<file path="config.mk">
export PLATFORM = sky130hd
export DESIGN_NAME = frac_div
export DESIGN_NICKNAME = d
export VERILOG_FILES = /design/src/rtl/frac_div_pkg.sv /design/src/rtl/frac_div_prep.sv /design/src/rtl/frac_div_range.sv /design/src/rtl/frac_div_step.sv /design/src/rtl/frac_div.sv
export SDC_FILE = /design/constraint.sdc
export NUM_CORES = 1
export LEC_CHECK = 0
export ABC_AREA = 1
export ABC_CLOCK_PERIOD_IN_PS = 3450
export BUFFER_PORTS_ARGS = -buffer_cell sky130_fd_sc_hd__buf_2
export CAP_MARGIN = 25
export CORE_ASPECT_RATIO = 1.75
export CORE_MARGIN = 4
export CORE_UTILIZATION = 31
export CTS_CLUSTER_DIAMETER = 40
export DETAILED_ROUTE_END_ITERATION = 8
export PLACE_DENSITY_LB_ADDON = 0.05
export SLEW_MARGIN = 5
export SYNTH_ARGS = -nofsm -noshare
export SYNTH_HDL_FRONTEND = slang
export SYNTH_HIERARCHICAL = 1
export SYNTH_SLANG_ARGS = --single-unit
</file>
<file path="constraint.sdc">
create_clock -name clk -period 3.45 [get_ports clk]
set_clock_uncertainty 0.1 [all_clocks]
set_input_delay 0.5175 -clock clk [delete_from_list [all_inputs] [get_ports clk]]
set_output_delay 0.5175 -clock clk [all_outputs]
set_load 0.05 [all_outputs]
</file>
<file path="src/rtl/frac_div_pkg.sv">
package frac_div_pkg;

    localparam int DEF_W = 18;

    typedef enum logic [1:0] {
        ST_IDLE = 2'd0,
        ST_CHK  = 2'd1,
        ST_RUN  = 2'd2
    } st_e;

    typedef struct packed {
        logic num;
        logic quo;
    } sign_t;

endpackage

</file>
<file path="src/rtl/frac_div_prep.sv">
module frac_div_prep
    import frac_div_pkg::*;
#(
    parameter int W = DEF_W
) (
    input  logic [W-1:0] dividend,
    input  logic [W-1:0] divisor,
    output sign_t        sg,
    output logic [W-2:0] n_mag,
    output logic [W-2:0] d_mag
);
    // split sign and magnitude; quotient sign from the two operand signs
    always_comb begin
        sg.num = dividend[W-1];
        sg.quo = dividend[W-1] ^ divisor[W-1];
        n_mag  = dividend[W-2:0];
        d_mag  = divisor[W-2:0];
    end
endmodule

</file>
<file path="src/rtl/frac_div_range.sv">
module frac_div_range #(
    parameter int MW = 17
) (
    input  logic [MW-1:0] n_mag,
    input  logic [MW-1:0] d_mag,
    output logic          fits
);
    // a proper fraction needs a strictly larger divisor; zero divisor fails
    assign fits = (d_mag > n_mag);
endmodule

</file>
<file path="src/rtl/frac_div_step.sv">
module frac_div_step #(
    parameter int MW = 17
) (
    input  logic [MW-1:0] rem,
    input  logic [MW-1:0] d_mag,
    output logic [MW-1:0] rem_nx,
    output logic          qbit
);
    logic [MW:0]   shifted;
    logic [MW-1:0] diff;

    // partial remainder stays below d_mag, so the difference fits MW bits
    always_comb begin
        shifted = {rem, 1'b0};
        qbit    = (shifted >= {1'b0, d_mag});
        diff    = shifted[MW-1:0] - d_mag;
        rem_nx  = qbit ? diff : shifted[MW-1:0];
    end
endmodule

</file>
<file path="src/rtl/frac_div.sv">
module frac_div
    import frac_div_pkg::*;
#(
    parameter int W = DEF_W
) (
    input  logic         clk,
    input  logic         rst,
    input  logic         start,
    input  logic [W-1:0] dividend,
    input  logic [W-1:0] divisor,
    output logic         busy,
    output logic         done,
    output logic         ovf,
    output logic [W-1:0] quotient,
    output logic [W-1:0] remainder
);
    localparam int MW = W - 1;
    localparam int CW = $clog2(MW + 1);
    localparam int IW = $clog2(MW);

    st_e            st;
    logic [CW-1:0]  cnt;
    logic [MW-1:0]  rem_q;
    logic [MW-1:0]  dmag_q;
    logic [MW-1:0]  quo_q;
    sign_t          sg_q;

    sign_t          sg_in;
    logic [MW-1:0]  n_in;
    logic [MW-1:0]  d_in;
    logic           fits;
    logic [MW-1:0]  rem_nx;
    logic           qbit;
    logic [IW-1:0]  bit_idx;
    logic [MW-1:0]  quo_nx;

    frac_div_prep #(.W(W)) u_prep (
        .dividend (dividend),
        .divisor  (divisor),
        .sg       (sg_in),
        .n_mag    (n_in),
        .d_mag    (d_in)
    );

    frac_div_range #(.MW(MW)) u_range (
        .n_mag (rem_q),
        .d_mag (dmag_q),
        .fits  (fits)
    );

    frac_div_step #(.MW(MW)) u_step (
        .rem    (rem_q),
        .d_mag  (dmag_q),
        .rem_nx (rem_nx),
        .qbit   (qbit)
    );

    // quotient bits land MSB first at position cnt-1
    always_comb begin
        bit_idx         = IW'(cnt - CW'(1));
        quo_nx          = quo_q;
        quo_nx[bit_idx] = qbit;
    end

    assign busy = (st != ST_IDLE);

    always_ff @(posedge clk) begin
        if (rst) begin
            st        <= ST_IDLE;
            cnt       <= '0;
            rem_q     <= '0;
            dmag_q    <= '0;
            quo_q     <= '0;
            sg_q      <= '0;
            done      <= 1'b0;
            ovf       <= 1'b0;
            quotient  <= '0;
            remainder <= '0;
        end else begin
            done <= 1'b0;
            ovf  <= 1'b0;
            case (st)
                ST_IDLE: begin
                    if (start) begin
                        rem_q  <= n_in;
                        dmag_q <= d_in;
                        sg_q   <= sg_in;
                        quo_q  <= '0;
                        st     <= ST_CHK;
                    end
                end
                ST_CHK: begin
                    if (!fits) begin
                        done      <= 1'b1;
                        ovf       <= 1'b1;
                        quotient  <= '0;
                        remainder <= '0;
                        st        <= ST_IDLE;
                    end else begin
                        cnt <= CW'(MW);
                        st  <= ST_RUN;
                    end
                end
                ST_RUN: begin
                    rem_q <= rem_nx;
                    quo_q <= quo_nx;
                    cnt   <= cnt - CW'(1);
                    if (cnt == CW'(1)) begin
                        done      <= 1'b1;
                        quotient  <= {sg_q.quo, quo_nx};
                        remainder <= {sg_q.num, rem_nx};
                        st        <= ST_IDLE;
                    end
                end
                default: st <= ST_IDLE;
            endcase
        end
    end
endmodule

</file>
# --- Word level (Yosys, flattened, before mapping) ---
# Cells that the tools add are included.
# W data, S select, Z words.
classes:
  reduce_logical: 11
  n_addsub: 2
  mul: 0
  shift: 0
  n_lt_le_gt_ge: 4
  eq_ne: 7
  bitwise: 2
  n_mux: 22
  div_mod_pow: 0
ops:
  columns: ["op", "count"]
  rows:
  - ["$pmux W18 S2", 2]
  - ["$pmux W17 S2", 2]
  - ["$mux W18", 3]
  - ["$mux W17", 3]
  - ["$ge A18 B17 Y1", 1]
  - ["$bwmux W17", 1]
  - ["$gt A17 B17 Y1", 1]
  - ["$sub A17 B17 Y17", 1]
  - ["$pmux W5 S2", 1]
  - ["$ne A2 B2 Y1 const B", 4]
  - ["$reduce_and A2 Y1", 4]
  - ["$lt A5 B6 Y1 const B", 1]
  - ["$mux W2", 3]
  - ["$pmux W2 S3", 1]
  - ["$reduce_bool A2 Y1", 3]
  - ["$demux W1 S5", 1]
  - ["$eq A5 B1 Y1 const B", 1]
  - ["$ge A5 B1 Y1 const B", 1]
  - ["$mux W5", 1]
  - ["$sub A5 B1 Y5 const B", 1]
  - ["$mux W1", 3]
  - ["$reduce_and A3 Y1", 1]
  - ["$eq A2 B1 Y1 const B", 1]
  - ["$eq A2 B2 Y1 const B", 1]
  - ["6 further kinds", 6]
totals:
  rom_bits: 0
  output_inout_bits: 39
  latchBits: 0
  ramBits: 0
  regBits: 98
  memories: 0
  word_cells: 59
  inputBits: 39

# --- Logic depth before layout (Yosys ltp) ---
# Gate-level depths: netlist of run 1.
depth:
  depth_word: 8
  mapped_depth: 16
  mapped_depth_nobuf: 16

# --- Cells and area by module ---
# Netlist of run 1, hierarchy kept.
by_module_without_submodules:
  columns: ["module", "instances", "cells_each", "area_each_um2", "seq_area_each_um2"]
  rows:
  - ["frac_div", 1, 538, 4139.0, 1961.9]
  - ["frac_div_step", 1, 282, 1417.6, 0.0]
  - ["frac_div_range", 1, 83, 480.5, 0.0]
  - ["frac_div_prep", 1, 40, 281.5, 0.0]

# --- Worst setup path before layout of run 1 ---
# No wires, ideal clock.
synth_timing:
  kind: "register -> register"
  from: "reg dmag_q[13]"
  to: "reg quo_q[0]"
  t_required_ns: 3.226
  path_buffers: 2
  setup_slack_ns: 1.144
  setup_time_ns: 0.124
  arrival_time_ns: 2.082
  stages_incl_launch_ff: 17
  synth_period_minus_slack_ns: 2.306
  cell_sequence: "dfxtp_1 -> inv_1 -> ha_1 -> nand2_1 -> inv_1 -> nand2_1 -> nand2_1 -> nand2_1 -> nand2_1 -> nor2_2 -> nand2_4 -> buf_6 -> clkinv_1 -> clkbuf_1 -> nand3_1 -> nand3_2 -> a21oi_2"
synth_via:
  elab_chain_cells: 3
synth_rtl:
  columns: ["element", "line", "text"]
  rows:
  - ["start, declared", "frac_div.sv:24", "logic [MW-1:0] dmag_q;"]
  - ["start signal, assigned", "frac_div.sv:86", "dmag_q <= d_in;"]
  - ["$ge A18 B17 Y1", "frac_div_step.sv:15", "qbit = (shifted >= {1'b0, d_mag});"]
  - ["via qbit", "frac_div.sv:33", "logic qbit;"]
  - ["$bwmux W17", "frac_div.sv:62", "quo_nx[bit_idx] = qbit;"]
  - ["$pmux W17 S2", "frac_div.sv:82", "case (st)"]
  - ["end signal, assigned", "frac_div.sv:106", "quo_q <= quo_nx;"]
  - ["end, declared", "frac_div.sv:25", "logic [MW-1:0] quo_q;"]
# The timed path passes the listed nets, and every way through them passes these cells.
# A chain may end at the register's enable or synchronous reset.

# --- Final worst setup path of run 1 ---
layout_timing:
  from: "reg rem_q[4]"
  to: "reg quotient[7]"
layout_via:
  word_cells_on_any_way: 7
  cone_classes: "2 x order compare; 1 x eq/ne; 3 x mux; 1 x reduce/logical"
layout_rtl:
  columns: ["element", "line", "text"]
  rows:
  - ["start, declared", "frac_div.sv:23", "logic [MW-1:0] rem_q;"]
  - ["start signal, assigned", "frac_div.sv:85", "rem_q <= n_in;"]
  - ["start signal, assigned", "frac_div.sv:105", "rem_q <= rem_nx;"]
  - ["$gt A17 B17 Y1", "frac_div_range.sv:9", "assign fits = (d_mag > n_mag);"]
  - ["via fits", "frac_div.sv:31", "logic fits;"]
  - ["$ne A2 B2 Y1 (no source line)", null, null]
  - ["$reduce_and A3 Y1 (no source line)", null, null]
  - ["end signal, assigned", "frac_div.sv:110", "quotient <= {sg_q.quo, quo_nx};"]
  - ["end, declared", "frac_div.sv:14", "output logic [W-1:0] quotient,"]
# The timed path passes the listed nets, and every way through them passes these cells. The select of a mux whose other input is x is not followed.

==> flow_summary_export.csv, run 1 <==
group,metric,value,unit
clock_tree,clock_sinks,98,
die,fp.coreArea,19910,um^2
yosys,syn_nets,1026,
critical_path,timing.critical_path.to_type,"register",
critical_path,cp_bufs_invs,3,
global_route,grt_pass1_wl,32780,um
route,routedWlPerCell,17.35,um
yosys,netlist.area_leader.share,31.05,%
pwr,max-vdd-ir-drop,0.3979,mV
clock_tree,ctsRootBufferMaster,"sky130_fd_sc_hd__clkbuf_16",
critical_path,cp.required,3650,ps
final_layout,insertedDiodeCount,0,
sta,setup_tns,0,ps
pwr,power,6.593,mW
route,drt_wl_total,21170,um
route,drt_iter0_drc,177,
sta,setup_repair_after_global_routing_missed_its_margin,"false",
global_route,grt_overflow_total,0,
yosys,mappedNetlistArea,6319,um^2
route,via_per_inst,4.770,
clock_tree,clk_pin_slew,80,ps
final_layout,drive_above_1_share,15.69,%
final_layout,stdcell_area,7004,um^2
sta,post-route-period-util,78.36,%
placement,dp_slack,699.1,ps
die,placementRows,68,
yosys,synth.lib_cells_used.distinct,41,
yosys,synth.top_cells.by_area,"sky130_fd_sc_hd__dfxtp_1 31%, sky130_fd_sc_hd__nand2_1 13%, sky130_fd_sc_hd__ha_1 8.5%, sky130_fd_sc_hd__inv_1 7.6%, sky130_fd_sc_hd__o21ai_0 6.8%",
route,detail_route.drc_violations,0,
route,detail_route.first_pass.iterations,5,
critical_path,worst_setup_path_start_kind,"register",
clock_tree,tritoncts,"done",
yosys,yosys_most_used_dff,"sky130_fd_sc_hd__dfxtp_1",
yosys,synth_top_cells_by_count,"212 x sky130_fd_sc_hd__nand2_1, 128 x sky130_fd_sc_hd__inv_1, 98 x sky130_fd_sc_hd__dfxtp_1, 86 x sky130_fd_sc_hd__o21ai_0, 72 x sky130_fd_sc_hd__nor2_1",
sta,fin_worst_hold_slack,300.6,ps
die,chipWidth,115.9,um
yosys,synth-edff-count,0,
global_route,grtUsageMet2,38.03,%
yosys,synth-seq-cells,98,
status,status,"complete, no violations",
sta,worst_setup_slack_after_layout,746.7,ps
yosys,asyncSetResetFlopFracSynth,0,%
clock_tree,cts.repair_timing.setup_buffer_count,0,
critical_path,master_of_the_slowest_instance_on_the_critical_path,"sky130_fd_sc_hd__dfxtp_1",
global_route,grt_max_degree,65,
die,floorplan.die_area,22820,um^2
route,via_count,5819,
critical_path,worst_ep_arrival_time,2900,ps
critical_path,critical_path_peak_fanout,64,
sta,report.final.setup_viol,0,
clock_tree,htreeDepth,3,
route,antenna_left,0,
clock_tree,postCtsHoldBufs,0,
flow_run,maxCapViolCount,0,
critical_path,path_cells,"inv_1, ha_1, nand2_1, or2_0, nor2_1, nand2_1, nand3_1, nor2_1, nor2_1, nand2_1, inv_1, nor3_4, buf_12, o21ai_0, a21oi_2",
yosys,synth-warning-count,6,
final_layout,fillCellCount,2295,
sta,final_report_max_slew_violation_count,0,
global_route,antenna_found_initial,0,
pwr,power_density,941.3,nW/um^2
global_route,top_usage_layer,"met2",
final_layout,area_growth_syn_to_layout,10.85,%
pwr,static-leakage-power,3.380,nW
yosys,yosysTopAreaCell,"sky130_fd_sc_hd__dfxtp_1",
yosys,synth.yosys.seq_area_share,31.05,%
clock_tree,post_cts_resized,0,
clock_tree,clock_tree.buffer_depth,2,
global_route,met3_usage,2.304,%
global_route,track_usage,18.98,%
placement,cell_area_placed,6701,um^2
sta,fin_hold_viols,0,
critical_path,worst_path_dominant_cell_family,"simple AND/OR/NAND/NOR gates",
die,die_h,196.9,um
clock_tree,cts_made_buffers,9,
global_route,first_global_vias,5946,
sta,tightestPinTransition,813.7,ps
min_path,min-delay-path-class,"input pin to register",
sta,max-slew-margin-rel,45.70,%
final_layout,final_net_count,1053,
sta,fmaxAchievable,369.9,MHz
yosys,synthMostInstantiatedCell,"sky130_fd_sc_hd__nand2_1",
critical_path,worstSetupPathType,"register to register",
placement,detailed_place_hpwl,16660,um
die,start_util,31.74,%
yosys,syn-instance-count,943,
placement,io_buffers,77,
sta,post-route-min-period,2703,ps
yosys,syn_area_per_cell,6.700,um^2
critical_path,worst_path_largest_cell_delay,410,ps
global_route,global_route.usage.met1,19.66,%
die,top_level_ports,78,
placement,finalWeightedCongestion,0.8614,
clock_tree,clk-insertion-delay-late,360,ps
==> metrics by stage <==
step | utilization (%) | cells
5_1_grt | 35.18 | 1220
3_5_place_dp | 33.66 | 1204
4_1_cts | 35.18 | 1220
3_3_place_gp | 33.66 | 1204
6_report | 35.18 | 1220
2_1_floorplan | - | 943
==> routing by layer <==
layer | part of all wire (%) | wire, um | vias to the layer above
met1 | 37 | 7903 | 2682
li1 | - | - | 3062
met4 | 2.5 | 522 | 0
met2 | 58 | 12280 | 61
met3 | 2.1 | 455 | 14
met5 | 0 | 0 | -
==> layout by cell type, fill, tap and decap left out, types with 2 or more instances in the layout <==
| cell | count |
|---|---|
| sky130_fd_sc_hd__a21oi_2 | 4 |
| sky130_fd_sc_hd__a31oi_1 | 18 |
| sky130_fd_sc_hd__nor3_1 | 4 |
| sky130_fd_sc_hd__nand4_1 | 17 |
| sky130_fd_sc_hd__o21ai_0 | 86 |
| sky130_fd_sc_hd__clkbuf_16 | 9 |
| sky130_fd_sc_hd__nor2_2 | 7 |
| sky130_fd_sc_hd__a211oi_1 | 6 |
| sky130_fd_sc_hd__buf_4 | 16 |
| sky130_fd_sc_hd__nand3_2 | 3 |
| sky130_fd_sc_hd__nand2_2 | 17 |
| sky130_fd_sc_hd__clkinvlp_4 | 2 |
| sky130_fd_sc_hd__nand2_1 | 212 |
| sky130_fd_sc_hd__dfxtp_1 | 98 |
| sky130_fd_sc_hd__nor2_4 | 3 |
| sky130_fd_sc_hd__ha_1 | 43 |
| sky130_fd_sc_hd__nor2_1 | 72 |
| sky130_fd_sc_hd__a22oi_1 | 2 |
| sky130_fd_sc_hd__xor2_1 | 5 |
| sky130_fd_sc_hd__buf_2 | 77 |
| sky130_fd_sc_hd__nand3b_1 | 4 |
| sky130_fd_sc_hd__nand3_1 | 54 |
| sky130_fd_sc_hd__inv_2 | 2 |
| sky130_fd_sc_hd__xnor2_1 | 3 |
| sky130_fd_sc_hd__a21oi_1 | 61 |
| sky130_fd_sc_hd__inv_1 | 127 |
| sky130_fd_sc_hd__buf_12 | 2 |
==> kinds of logic (layout without fill, tap and decap cells) <==
kind of cell | after synthesis | after routing | synth area share, %
AOI/OAI and AO/OA | 183 | 183 | 15.58
xor gates and xnor gates | 8 | 8 | 1.109
adders and majority gates | 44 | 44 | 8.832
buffers and inverters | 210 | 242 | 15.52
DFF | 98 | 98 | 31.05
and+or+nand+nor | 400 | 400 | 27.90
==> path summary, 6_finish.rpt <==
path,startpoint,to,slack [ps],cells past startpoint
max reg2reg,rem_q[4],quotient[7],750,15
max,rem_q[4],quotient[7],750,15
min,divisor[2],dmag_q[2],300,3
min reg2reg,remainder[3],remainder[3],390,2
==> state kept, by name, indices dropped and copies added, names as in the netlist <==
name,cells
ovf,1
dmag_q,17
remainder,18
quotient,18
done,1
quo_q,17
st,2
rem_q,17
sg_q,2
cnt,5
==> cell type report <==
type                            instances  area [um^2]  share of cell area, %
Tap cell                              245        306.5                  4.377
Multi-Input combinational cell        635         3393                  48.45
Clock buffer                           10        229.0                  3.269
Timing Repair Buffer                   95        545.5                  7.788
Inverter                              131        494.2                  7.056
Clock inverter                          6        73.82                  1.054
Sequential cell                        98         1962                  28.01
==> worst register-to-register path: cells and delay by family, from the launching register on <==
| kind | cells | cell delay (ps) |
|---|---|---|
| AND/OR/NAND/NOR | 9 | 1070 |
| flip-flops | 1 | 410 |
| buffers and inverters | 3 | 430 |
| adder cells (fa/ha/maj) | 1 | 300 |
| AO/OA/AOI/OAI | 2 | 320 |
==> where the power goes <==
group	leakage (nW)	internal, mW	switching, mW
Sequential	0.808	1.45	0.222
Clock	0.141	0.573	0.502
Combinational	2.43	1.08	2.76
Total	3.38	3.11	3.49
Power figures use the tool's default switching activity.
==> run 2: changes to the inputs <==
--- a/config.mk
+++ b/config.mk
@@ -6,7 +6,7 @@
 export NUM_CORES = 1
 export LEC_CHECK = 0
 export ABC_AREA = 1
-export ABC_CLOCK_PERIOD_IN_PS = 3450
+export ABC_CLOCK_PERIOD_IN_PS = 2300
 export BUFFER_PORTS_ARGS = -buffer_cell sky130_fd_sc_hd__buf_2
 export CAP_MARGIN = 25
 export CORE_ASPECT_RATIO = 1.75
==> constraint.sdc (replaced) <==
create_clock -name clk -period 2.3 [get_ports clk]
set_clock_uncertainty 0.1 [all_clocks]
set_input_delay 0.345 -clock clk [delete_from_list [all_inputs] [get_ports clk]]
set_output_delay 0.345 -clock clk [all_outputs]
set_load 0.05 [all_outputs]
==> run 2 against run 1 <==
  * Setup slack worse by 730 ps
  * Flip-flop and latch count unchanged
  * Design area up 29%
  * Critical path depth down 1
  * Core utilization up 10 points
  * First-iteration DRC count up 2.3%
  * Global-route usage up 1.7 points
  * Hold slack worse by 160 ps
  * Sequential share of layout area down 5.4 points
  * Register-to-register slack worse by 730 ps
  * Total power up 99%
  * Combinational power up 130%
==> flow_summary_export.csv, run 2 (synthesis results as in run 1) <==
group,metric,value,unit
status,status,"complete, no violations",
die,floorplan.die_area,22820,um^2
global_route,global_route.usage.met1,19.99,%
placement,detailed_place_hpwl,16990,um
die,top_level_ports,78,
final_layout,finish.utilization,45.34,%
flow_run,maxCapViolCount,0,
critical_path,worstSetupPathType,"register to register",
critical_path,r2r-start,"rem_q[8]",
route,via_per_inst,4.851,
global_route,grt_pass1_wl,35410,um
critical_path,cp.required,2470,ps
clock_tree,clk_pin_slew,70,ps
route,drt_wl_total,23390,um
final_layout,multiInputGateArea,4504,um^2
sta,fmaxAchievable,437.7,MHz
placement,finalWeightedCongestion,0.8476,
final_layout,final_net_count,1137,
critical_path,worst_path_largest_cell_delay,350,ps
clock_tree,tritoncts,"done",
critical_path,worst_setup_endpoint,"remainder[4]",
global_route,first_global_vias,6493,
critical_path,master_of_the_slowest_instance_on_the_critical_path,"sky130_fd_sc_hd__dfxtp_2",
critical_path,reg2reg_depth,14,
sta,final_report_max_slew_violation_count,0,
placement,dp_slack,-207.3,ps
die,fp.coreArea,19910,um^2
final_layout,insertedDiodeCount,0,
sta,worst_setup_slack_after_layout,15.34,ps
placement,io_buffers,77,
critical_path,worst_path_dominant_cell_family,"simple AND/OR/NAND/NOR gates",
sta,setup_repair_after_global_routing_missed_its_margin,"true",
die,start_util,31.74,%
sta,report.final.setup_viol,0,
die,placementRows,68,
critical_path,crit_start,"rem_q[8]",
min_path,min-delay-path-class,"input pin to register",
critical_path,path_cells,"inv_2, ha_4, a21o_4, nor2_4, a21oi_2, nor2_1, nor2_2, nand2_2, inv_2, nor3_4, buf_8, buf_16, nor2_4, a211oi_2",
critical_path,worst_ep_arrival_time,2460,ps
clock_tree,clock_tree.buffer_depth,2,
critical_path,critical_path_peak_fanout,7,
global_route,antenna_found_initial,0,
clock_tree,cts_made_buffers,9,
clock_tree,ctsRootBufferMaster,"sky130_fd_sc_hd__clkbuf_16",
sta,setup_tns,0,ps
sta,tightestPinTransition,568.1,ps
route,routedWlPerCell,17.95,um
pwr,power_density,1450,nW/um^2
sta,post-route-period-util,99.33,%
global_route,grt_overflow_total,0,
final_layout,fillCellCount,2109,
critical_path,reg2reg_to,"remainder[4]",
critical_path,setup.reg_to_reg.worst_slack,20,ps
final_layout,mostFrequentLayoutCells,"163 x sky130_fd_sc_hd__nand2_1, 107 x sky130_fd_sc_hd__inv_1, 83 x sky130_fd_sc_hd__buf_4",
critical_path,worst_setup_path_start_kind,"register",
die,chipWidth,115.9,um
clock_tree,clock_sinks,98,
global_route,top_usage_layer,"met2",
die,die_h,196.9,um
sta,fin_worst_hold_slack,143.8,ps
placement,cell_area_placed,7244,um^2
route,detail_route.drc_violations,0,
clock_tree,clk-insertion-delay-late,350,ps
sta,max-slew-margin-rel,61.73,%
critical_path,timing.critical_path.to_type,"register",
final_layout,stdcell_area,9027,um^2
route,antenna_left,0,
sta,post-route-min-period,2285,ps
critical_path,cp_bufs_invs,4,
final_layout,area_taken_by_flip_flops_and_latches,2042,um^2
route,via_count,6321,
final_layout,drive_above_1_share,43.76,%
global_route,grtUsageMet2,41.41,%
sta,fin_hold_viols,0,
global_route,grt_max_degree,86,
final_layout,area_growth_syn_to_layout,42.87,%
pwr,max-vdd-ir-drop,0.6332,mV
global_route,met3_usage,2.642,%
route,detail_route.first_pass.iterations,4,
pwr,static-leakage-power,4.046,nW
final_layout,reg.largest.list,"quotient (18), remainder (18)",
final_layout,mostFrequentLayoutCell,"sky130_fd_sc_hd__nand2_1",
clock_tree,htreeDepth,3,
route,drt_iter0_drc,181,
critical_path,worst-path-stages,14,
global_route,track_usage,20.66,%
## run 2: cell count changes in the layout (fill, tap and decap cells not counted), sizes merged
cell,previous run,this run
buf,95,177
clkinvlp,2,0
clkbuf,10,13
## run 2: worst min path at each step
| stage | end | startpoint | cells after the start | slack [ps] |
|---|---|---|---|---|
| 6_report | dmag_q[10] | divisor[10] | 3 | 140 |
| 5_1_grt | rem_q[1] | dividend[1] | 3 | 150 |
| 4_1_cts | dmag_q[10] | divisor[10] | 3 | 140 |
| 3_5_place_dp | st[0] | st[0] | 2 | 380 |
| 3_3_place_gp | st[0] | st[0] | 2 | 380 |
| 2_1_floorplan | remainder[0] | rst | 1 | 320 |
## run 2: stage by stage
stage	cells	total power, mW
after floorplan	943	6.866
after global placement	1273	9.218
after detailed placement	1273	9.173
after CTS	1300	12.16
after global routing	1303	14.02
final	1303	13.09
## run 2: worst reg2reg max path: cells and delay by family (launching register included)
kind / cells / cell delay (ps)
simple gates: 6 / 630
buf+inv: 4 / 470
compound gates: 3 / 420
flops: 1 / 350
fa+ha+maj: 1 / 220
## run 2: what timing repair did
item | 4_1_cts | 5_1_grt
hold buffers | 0 | 0
gates cloned | 6 | 2
gates resized for setup | 206 | 140
buffers inserted | 9 | 2
setup endpoints to repair | 75 | 76
pin swaps | 56 | 62
## run 2: power by group
group	leakage, nW	internal, mW	switching [mW]
logic	3.08	3.43	5.49
clock network	0.142	0.865	0.659
registers	0.823	2.21	0.432
## run 2: metal layers
| metal | up-vias | part of all wire, % |
|---|---|---|
| met3 | 41 | 2.2 |
| met2 | 91 | 59 |
| met1 | 2966 | 34 |
| met5 | - | 0 |
| li1 | 3223 | - |
| met4 | 0 | 4.3 |
## run 2: layout make-up
type / count / share of cell area [%]
Clock buffer: 12 / 2.730
Timing Repair inverter: 1 / 0.1247
Clock inverter: 3 / 0.4435
Tap cell: 245 / 3.396
Inverter: 131 / 5.724
Timing Repair Buffer: 178 / 15.07
Multi-Input combinational cell: 635 / 49.90
Sequential cell: 98 / 22.62
